[src/rtl/eep3w_pkg.sv]
package eep3w_pkg;
  localparam int unsigned CTL_W   = 6;
  localparam int unsigned CNT_W   = 4;

  typedef enum logic [1:0] {
    ST_IDLE = 2'd0,
    ST_LOW  = 2'd1,
    ST_HIGH = 2'd2,
    ST_DONE = 2'd3
  } seq_state_e;

  // bit 5 release, bit 4 read, bits 3:0 count
  typedef struct packed {
    logic             rel;
    logic             rd;
    logic [CNT_W-1:0] cnt;
  } cmd_t;
endpackage

[src/rtl/eep3w_rst_sync.sv]
module eep3w_rst_sync (
  input  logic clk,
  input  logic rst_n,
  output logic rst_n_sync
);
  logic [1:0] sync_q;

  always_ff @(posedge clk or negedge rst_n) begin
    if (!rst_n) sync_q <= 2'b00;
    else        sync_q <= {sync_q[0], 1'b1};
  end

  assign rst_n_sync = sync_q[1];
endmodule

[src/rtl/eep3w_halftimer.sv]
module eep3w_halftimer #(
  parameter int unsigned HALF_CYC = 2
) (
  input  logic clk,
  input  logic rst_n,
  input  logic run,
  output logic tick
);
  localparam int unsigned CW = (HALF_CYC > 1) ? $clog2(HALF_CYC) : 1;
  localparam logic [CW-1:0] LAST = CW'(HALF_CYC - 1);

  logic [CW-1:0] cnt_q, cnt_d;
  logic          cnt_en;

  assign tick = run && (cnt_q == LAST);

  always_comb begin
    cnt_en = 1'b0;
    cnt_d  = cnt_q;
    if (!run || tick) begin
      cnt_en = (cnt_q != '0);
      cnt_d  = '0;
    end else begin
      cnt_en = 1'b1;
      cnt_d  = cnt_q + CW'(1);
    end
  end

  always_ff @(posedge clk or negedge rst_n) begin
    if (!rst_n)      cnt_q <= '0;
    else if (cnt_en) cnt_q <= cnt_d;
  end

  // half-period counter never leaves its range
  assert_half_range_R3: assert property (@(posedge clk) disable iff (!rst_n)
    cnt_q <= LAST);
endmodule

[src/rtl/eep3w_shreg.sv]
module eep3w_shreg #(
  parameter int unsigned W = 8
) (
  input  logic         clk,
  input  logic         rst_n,
  input  logic         load,
  input  logic [W-1:0] load_data,
  input  logic         shl_out,
  input  logic         shl_in,
  input  logic         sdi,
  output logic [W-1:0] q
);
  logic [W-1:0] q_d;
  logic         q_en;

  always_comb begin
    q_en = load | shl_out | shl_in;
    q_d  = q;
    if (load)         q_d = load_data;
    else if (shl_out) q_d = {q[W-2:0], 1'b0};
    else if (shl_in)  q_d = {q[W-2:0], sdi};
  end

  always_ff @(posedge clk or negedge rst_n) begin
    if (!rst_n)    q <= '0;
    else if (q_en) q <= q_d;
  end

  // a software load never coincides with a shift
  assert_single_update_R12: assert property (@(posedge clk) disable iff (!rst_n)
    $onehot0({load, shl_out, shl_in}));
endmodule

[src/rtl/eep3w_seq.sv]
module eep3w_seq
  import eep3w_pkg::*;
#(
  parameter int unsigned W = 8
) (
  input  logic clk,
  input  logic rst_n,
  input  logic start,
  input  cmd_t cmd,
  input  logic tick,
  output logic run,
  output logic shl_out,
  output logic shl_in,
  output logic busy,
  output logic irq,
  output logic sclk,
  output logic oe
);
  localparam int unsigned RW = $clog2(W + 1);
  localparam logic [RW-1:0] RMAX = RW'(W);

  seq_state_e    st_q, st_d;
  logic [RW-1:0] rem_q, rem_d, clamped;
  logic          rd_q, rd_d, rel_q, rel_d;
  logic          oe_d, irq_d, sclk_d;
  logic          ctx_en;

  assign clamped = (int'(cmd.cnt) > int'(W)) ? RMAX : RW'(cmd.cnt);
  assign run     = (st_q == ST_LOW) || (st_q == ST_HIGH);
  assign busy    = (st_q != ST_IDLE);

  always_comb begin
    st_d    = st_q;
    rem_d   = rem_q;
    rd_d    = rd_q;
    rel_d   = rel_q;
    oe_d    = oe;
    irq_d   = 1'b0;
    shl_out = 1'b0;
    shl_in  = 1'b0;
    ctx_en  = 1'b0;
    unique case (st_q)
      ST_IDLE: begin
        if (start) begin
          ctx_en = 1'b1;
          rd_d   = cmd.rd;
          rel_d  = cmd.rel;
          rem_d  = clamped;
          if (clamped == '0) begin
            oe_d = ~cmd.rel;
            st_d = ST_DONE;
          end else begin
            oe_d = ~cmd.rd;
            st_d = ST_LOW;
          end
        end
      end
      ST_LOW: begin
        if (tick) begin
          st_d   = ST_HIGH;
          shl_in = rd_q;
        end
      end
      ST_HIGH: begin
        if (tick) begin
          ctx_en  = 1'b1;
          rem_d   = rem_q - RW'(1);
          shl_out = ~rd_q;
          if (rem_q == RW'(1)) begin
            st_d = ST_DONE;
            if (!rd_q && rel_q) oe_d = 1'b0;
          end else begin
            st_d = ST_LOW;
          end
        end
      end
      ST_DONE: begin
        st_d  = ST_IDLE;
        irq_d = 1'b1;
      end
      default: st_d = ST_IDLE;
    endcase
    sclk_d = (st_d == ST_HIGH);
  end

  always_ff @(posedge clk or negedge rst_n) begin
    if (!rst_n) begin
      st_q <= ST_IDLE;
      irq  <= 1'b0;
      sclk <= 1'b0;
      oe   <= 1'b0;
    end else begin
      st_q <= st_d;
      irq  <= irq_d;
      sclk <= sclk_d;
      oe   <= oe_d;
    end
  end

  always_ff @(posedge clk or negedge rst_n) begin
    if (!rst_n) begin
      rem_q <= '0;
      rd_q  <= 1'b0;
      rel_q <= 1'b0;
    end else if (ctx_en) begin
      rem_q <= rem_d;
      rd_q  <= rd_d;
      rel_q <= rel_d;
    end
  end

  // completion pulse lasts one cycle
  assert_irq_pulse_R10: assert property (@(posedge clk) disable iff (!rst_n)
    irq |=> !irq);
  // pulse coincides with the first idle cycle
  assert_irq_at_end_R10: assert property (@(posedge clk) disable iff (!rst_n)
    $fell(busy) |-> irq);
  // serial clock low whenever no bit is being shifted
  assert_sclk_idle_R3: assert property (@(posedge clk) disable iff (!rst_n)
    !run |-> !sclk);
  // data line released through a read
  assert_read_hiz_R8: assert property (@(posedge clk) disable iff (!rst_n)
    (run && rd_q) |-> !oe);
  // data line driven through a write
  assert_write_drive_R7: assert property (@(posedge clk) disable iff (!rst_n)
    (run && !rd_q) |-> oe);
  // remaining count never exceeds the clamp
  assert_rem_clamp_R2: assert property (@(posedge clk) disable iff (!rst_n)
    rem_q <= RMAX);
  // a running command is never reloaded
  assert_no_restart_R11: assert property (@(posedge clk) disable iff (!rst_n)
    (busy && $past(busy)) |-> (rem_q <= $past(rem_q)));
endmodule

[src/rtl/eep3w_engine.sv]
module eep3w_engine
  import eep3w_pkg::*;
#(
  parameter int unsigned W        = 8,
  parameter int unsigned HALF_CYC = 2
) (
  input  logic             clk,
  input  logic             rst_n,
  input  logic             ctl_we,
  input  logic [CTL_W-1:0] ctl_wdata,
  input  logic             dat_we,
  input  logic [W-1:0]     dat_wdata,
  output logic [W-1:0]     dat_rdata,
  output logic             busy,
  output logic             done_irq,
  output logic             sclk,
  output logic             sdo,
  output logic             sdo_oe,
  input  logic             sdi
);
  logic rst_ni;
  logic start, load, tick, run, shl_out, shl_in;
  cmd_t cmd;

  assign cmd   = cmd_t'(ctl_wdata);
  assign start = ctl_we & ~busy;
  assign load  = dat_we & ~busy;
  assign sdo   = dat_rdata[W-1];

  eep3w_rst_sync u_rst (
    .clk        (clk),
    .rst_n      (rst_n),
    .rst_n_sync (rst_ni)
  );

  eep3w_halftimer #(.HALF_CYC(HALF_CYC)) u_tmr (
    .clk   (clk),
    .rst_n (rst_ni),
    .run   (run),
    .tick  (tick)
  );

  eep3w_seq #(.W(W)) u_seq (
    .clk     (clk),
    .rst_n   (rst_ni),
    .start   (start),
    .cmd     (cmd),
    .tick    (tick),
    .run     (run),
    .shl_out (shl_out),
    .shl_in  (shl_in),
    .busy    (busy),
    .irq     (done_irq),
    .sclk    (sclk),
    .oe      (sdo_oe)
  );

  eep3w_shreg #(.W(W)) u_sr (
    .clk       (clk),
    .rst_n     (rst_ni),
    .load      (load),
    .load_data (dat_wdata),
    .shl_out   (shl_out),
    .shl_in    (shl_in),
    .sdi       (sdi),
    .q         (dat_rdata)
  );

  // a control write during a command keeps it running
  assert_ctl_ignored_R11: assert property (@(posedge clk) disable iff (!rst_ni)
    (busy && ctl_we && !done_irq && $past(busy)) |=> (busy || done_irq));
  // idle control write always makes the engine busy
  assert_start_R1: assert property (@(posedge clk) disable iff (!rst_ni)
    (ctl_we && !busy) |=> busy);
  // data register holds while the serial clock is high
  assert_hold_high_R12: assert property (@(posedge clk) disable iff (!rst_ni)
    (sclk && $past(sclk) && busy && $past(busy)) |-> $stable(dat_rdata));
endmodule

[config.mk]
export PLATFORM = sky130hd
export DESIGN_NAME = eep3w_engine
export DESIGN_NICKNAME = d
export VERILOG_FILES = /design/src/rtl/eep3w_pkg.sv /design/src/rtl/eep3w_rst_sync.sv /design/src/rtl/eep3w_halftimer.sv /design/src/rtl/eep3w_shreg.sv /design/src/rtl/eep3w_seq.sv /design/src/rtl/eep3w_engine.sv
export SDC_FILE = /design/constraint.sdc
export NUM_CORES = 1
export LEC_CHECK = 0
export BUFFER_PORTS_ARGS = -buffer_cell sky130_fd_sc_hd__buf_2
export CAP_MARGIN = 0
export CELL_PAD_IN_SITES_DETAIL_PLACEMENT = 1
export CELL_PAD_IN_SITES_GLOBAL_PLACEMENT = 1
export CORE_MARGIN = 2
export CORE_UTILIZATION = 38
export DETAILED_ROUTE_END_ITERATION = 6
export HOLD_SLACK_MARGIN = 0.03
export PLACE_DENSITY = 0.77
export SLEW_MARGIN = 20
export SYNTH_ARGS = -nofsm -noshare
export SYNTH_HDL_FRONTEND = slang
export SYNTH_SLANG_ARGS = --single-unit
[constraint.sdc]
create_clock -name clk -period 1.2 [get_ports clk]
set_clock_uncertainty 0.15 [all_clocks]
set_input_delay 0.18 -clock clk [delete_from_list [all_inputs] [get_ports clk]]
set_output_delay 0.18 -clock clk [all_outputs]
set_load 0.02 [all_outputs]
# --- After elaboration in Yosys (flattened, before gate mapping) ---
# Cells that the tools add are included.
# W data, S select, Z words.
op_classes:
  addsub: 2
  n_reduce_logical: 15
  bitwise_logic: 8
  n_eq_ne: 9
  muxes: 29
  n_lt_le_gt_ge: 1
op_table:
  columns: ["cell", "count"]
  rows:
  - ["$mux W8", 3]
  - ["$mux W1", 14]
  - ["$mux W4", 3]
  - ["$mux W2", 5]
  - ["$ne A2 B2 Y1 const B", 4]
  - ["$pmux W2 S4", 1]
  - ["$pmux W4 S2", 1]
  - ["$eq A2 B2 Y1 const B", 3]
  - ["$reduce_and A5 Y1", 1]
  - ["$eq A4 B1 Y1 const B", 1]
  - ["$gt A4 B4 Y1 const B", 1]
  - ["$logic_not A4 Y1", 1]
  - ["$not A1 Y1", 4]
  - ["$pmux W1 S2", 2]
  - ["$reduce_and A4 Y1", 1]
  - ["$reduce_bool A2 Y1", 2]
  - ["$sub A4 B1 Y4 const B", 1]
  - ["$reduce_and A3 Y1", 1]
  - ["$reduce_bool A3 Y1", 1]
  - ["$and A1 B1 Y1", 2]
  - ["$eq A2 B1 Y1 const B", 1]
  - ["$logic_and A1 B1 Y1", 2]
  - ["$logic_not A1 Y1", 2]
  - ["$logic_not A2 Y1", 1]
  - ["other kinds (4)", 6]
word_totals:
  output_inout_bits: 13
  input_bits: 19
  ff_bits: 22

# --- Longest topological paths before layout ---
logic_depth:
  depth_word: 8
  mapped_depth: 6

# --- Modules after synthesis ---
# A second synthesis with hierarchy kept.
hier_totals:
  hier_cells: 115
  hier_area_um2: 1266.2
by_module_without_submodules:
  columns: ["mod", "area_per_inst_um2", "seq_area_each_um2", "n_inst", "cells_per_inst"]
  rows:
  - ["eep3w_seq", 704.4, 275.3, 1, 68]
  - ["eep3w_shreg", 446.7, 200.2, 1, 38]
  - ["eep3w_rst_sync", 53.8, 50.0, 1, 3]
  - ["eep3w_halftimer", 41.3, 25.0, 1, 3]
  - ["eep3w_engine", 20.0, 0.0, 1, 3]

# --- Worst setup path after synthesis ---
# No wires, ideal clock.
synth_timing:
  kind: "reg-to-reg"
  from: "register u_seq.st_q[1]"
  to: "register u_seq.oe"
  slack_ns: -0.611
  stages_incl_launch_ff: 7
  arrival_time_ns: 1.530
  synth_period_minus_slack_ns: 1.811
  required_time_ns: 0.920
  setup_ns: 0.130
  path_cell_list: "dfrtp_1 -> inv_1 -> ha_1 -> nand2_2 -> a211oi_4 -> and4b_1 -> o32ai_1"
synth_between:
  elab_chain_cells: 5
synth_lines:
  columns: ["item", "line", "source"]
  rows:
  - ["start: declaration", "eep3w_seq.sv:22", "seq_state_e st_q, st_d;"]
  - ["start signal: assignment", "eep3w_seq.sv:93", "st_q <= st_d;"]
  - ["$eq A2 B1 Y1, or another cell as far along", "eep3w_seq.sv:29", "assign run = (st_q == ST_LOW) || (st_q == ST_HIGH);"]
  - ["$logic_or A1 B1 Y1 or $not A1 Y1 (tied branches)", "eep3w_seq.sv:29, eep3w_engine.sv:26", null]
  - ["$logic_and A1 B1 Y1 or $and A1 B1 Y1 (tied branches)", "eep3w_halftimer.sv:15, eep3w_engine.sv:26", null]
  - ["$ne A2 B2 Y1 (no line)", null, null]
  - ["$reduce_and A5 Y1 (no line)", null, null]
  - ["end signal: assignment", "eep3w_seq.sv:91", "oe <= 1'b0;"]
  - ["end signal: assignment", "eep3w_seq.sv:96", "oe <= oe_d;"]
  - ["end: declaration", "eep3w_seq.sv:17", "output logic oe"]
# Parallel ways exist; a longest one is shown, timed or not.
# A chain may end at the register's enable or synchronous reset.

# --- Final worst setup path ---
layout_timing:
  from: "register u_seq.st_q[1]"
  to: "register u_sr.q[4]"
layout_between:
  elab_chain_cells: 8
layout_lines:
  columns: ["item", "line", "source"]
  rows:
  - ["$eq A2 B1 Y1 or $eq A2 B2 Y1 (tied branches)", "eep3w_seq.sv:29, eep3w_seq.sv:42", null]
  - ["$logic_or A1 B1 Y1", "eep3w_seq.sv:29", null]
  - ["$logic_and A1 B1 Y1", "eep3w_halftimer.sv:15", "assign tick = run && (cnt_q == LAST);"]
  - ["$mux W1", "eep3w_seq.sv:65", "if (tick) begin"]
  - ["$mux W1", "eep3w_seq.sv:42", "unique case (st_q)"]
  - ["$or A1 B1 Y1 (2 in series)", "eep3w_shreg.sv:17", "q_en = load | shl_out | shl_in;"]
  - ["$reduce_and A2 Y1 (no line)", null, null]
  - ["end signal: assignment", "eep3w_shreg.sv:26", "else if (q_en) q <= q_d;"]
  - ["end: declaration", "eep3w_shreg.sv:11", "output logic [W-1:0] q"]
# Parallel ways exist; a longest one is shown, timed or not.

==> impl_results.md <==
- WHS: 68.7 ps
- Gr ovfl total: 0
- Yosys warns: 0
- Syn nets: 148
- Die X-Extent: 59.4 um
- Area growth syn-to-layout: 85.8%
- Pleak: 0.00105 uW
- PnR worst setup slack: -754 ps
- Max Cap Viol: 0
- CP Capture Type: register
- DP Cell Count: 212
- Initial Util: 0.392
- Main flop type after synthesis: dfrtp_1
- Worst-path clk slew: 140 ps
- Seq cells post-synth: 22
- Share of layout cells above drive strength 1: 0.543
- Max-slew violations: 0
- Status: finished, violations left
- Finish-stage setup viols: 30
- WL final: 6400 um
- Final GP Congestion: 0.861
- Cells after Synth: 122
- H-tree depth: 1
- Most common cell after layout, fill and taps aside: buf_4
- Post-Syn Area per Cell: 9.56 um^2
- Routed Antenna Nets: 0
- Dpl hpwl: 2810 um
- I/O pins: 32
- Standard-cell rows: 20
- Total CTS buffers: 3
- Data required, critical path: 1280 ps
- Crit Path Class: register to register
- # DRC: 0
- Seq/Total Area, Yosys: 0.472
- Startpoint Class: register
- Critical Path Max Stage Delay: 450 ps
- Hold Crit Class: register to async pin
- Synth cell types: 34
- Clock Latency Late Sink: 330 ps
- CTS tree: done
- Vias per cell: 5.79
- Routed len/inst: 25.2 um
- Pre-Repair DR Iteration Count: 4
- Crit path cell chain: inv_2 > ha_4 > nand2_4 > buf_6 > and2b_4 > nand2_1 > a31oi_1
- Final hold vios: 0
- Number of flops mapped to enable cells by yosys: 0
- Largest net degree at the start of global routing: 21
- Critical Path Slowest Stage Cell: dfrtp_1
- First-pass GRT wire length: 7820 um
- Mapped Area: 1170 um^2
- # nets final: 246
- Die height: 59.4 um
- Final Cycle Share: 1.63
- 1st-iter DRT viols: 94
- Synth area leaders: dfrtp_1, ha_1, nand2_1, nor2_1, mux2_2
- Asr flop ratio synth: 1.00
- Top cell type's share of synthesized area: 0.472
- Core Region: 2980 um^2
- Violated checks: negative setup slack
- Die ar.: 3530 um^2
- Deepest clock path buffer count: 2
- Root buffer cell: clkbuf_4
- Port buffer count: 31
- Hold buffers post-CTS: 12
- Fmax: 512 MHz
- Clk sinks: 22
- Max IR drop VDD: 1.69 mV
- Crit path max fanout: 7
- Total track usage: 0.314
- Vias: 1,470
- Non-Filler Instances: 254
- Commonest cells after routing, fill and taps aside: buf_4, dfrtp_1, buf_6, buf_2
- Final Critical Period: 1950 ps
- RSZ-0062 raised after global routing: yes
- Vias in the first global route: 1,482
- Synth area leader: dfrtp_1
- Power Dens Cells: 2760 nW/um^2
- CP arrival: 2040 ps
- Initial antenna violation count: 1
-- logic make-up after synthesis --
logic type	after synthesis	share of synthesized area
compound gates	26	0.156
buf+inv	9	0.0333
other cells	1	0.00322
fa+ha+maj	7	0.0751
mux	4	0.0386
simple gates	53	0.222
flops	22	0.472
-- critical path: cells and delay by family, from the launching register on --
family | cells | cell delay [ps]
adders and majority gates | 1 | 300
DFF | 1 | 450
and+or+nand+nor | 3 | 480
AOI/OAI and AO/OA | 1 | 260
buffers and inverters | 2 | 230
-- routing by layer --
metal  part of all wire  GRT usage  vias up
li1                   -          -      622
met1               0.38      0.328      724
met2               0.49      0.597       81
met3              0.053     0.0568       43
met4              0.077      0.146        0
met5                  0          0        -
-- cells in the mapped netlist (2+ instances only) --
cell and n:
ha_1 7, nand3_1 3, inv_1 6, o21ai_0 4, dfrtp_1 22, nand2_1 19, nor2b_1 2, nor3b_1 3
mux2_2 4, nor3_1 3, a21oi_1 5, a31oi_1 7, nor2_1 15, o211ai_1 2
-- where the power goes --
part / internal [uW] / switching [uW]
combinational: 2110 / 2100
clock: 186 / 254
sequential: 1050 / 286
total: 3340 / 2640
-- stage by stage --
step / TNS (ps) / worst slack, ps / instance area [um^2] / utilization / total power [uW]
final: -12330 / -754 / 2170 / 0.728 / 5990
after global routing: -13090 / -795 / 2160 / 0.727 / 6190
after CTS: -9490 / -568 / 1970 / 0.660 / 4980
after detailed placement: -8650 / -555 / 1600 / 0.537 / 3810
after global placement: -7350 / -467 / 1600 / 0.537 / 3650
after floorplan: -6330 / -499 / 1200 / - / 2730
-- state kept, by name (all words and copies together), names as in the netlist --
register      cells
u_rst.sync_q      2
u_seq.irq         1
u_seq.oe          1
u_seq.rd_q        1
u_seq.rel_q       1
u_seq.rem_q       4
u_seq.sclk        1
u_seq.st_q        2
u_sr.q            8
u_tmr.cnt_q       1
-- path summary, 6_finish.rpt --
kind | slack, ps | cells after the start | end | start
max | -750 | 7 | u_sr.q[4] | u_seq.st_q[1]
max in group asynchronous | 250 | 3 | u_rst.sync_q[0] | rst_n
max reg2reg | -750 | 7 | u_sr.q[4] | u_seq.st_q[1]
min in group clk | 100 | 3 | u_seq.rem_q[0] | ctl_wdata[0]
min reg2reg | 70 | 1 | u_sr.q[2] | u_rst.sync_q[1]
min | 70 | 1 | u_sr.q[2] | u_rst.sync_q[1]
-- layout make-up --
class	instances	area (um^2)
Fill cell	303	811
Timing Repair Buffer	96	781
Multi-Input combinational cell	91	731
Sequential cell	22	551
Tap cell	33	41.3
Clock buffer	4	36.3
Inverter	6	22.5
Antenna cell	2	5.00
-- timing repair --
action | in CTS | in global routing
resized for setup | 37 | 24
hold endpoints to repair | 13 | 1
setup endpoints to repair | 31 | 32
setup buffers | 11 | 13
pin swaps | 13 | 10
Note: power is estimated with default switching activity, not from simulation.
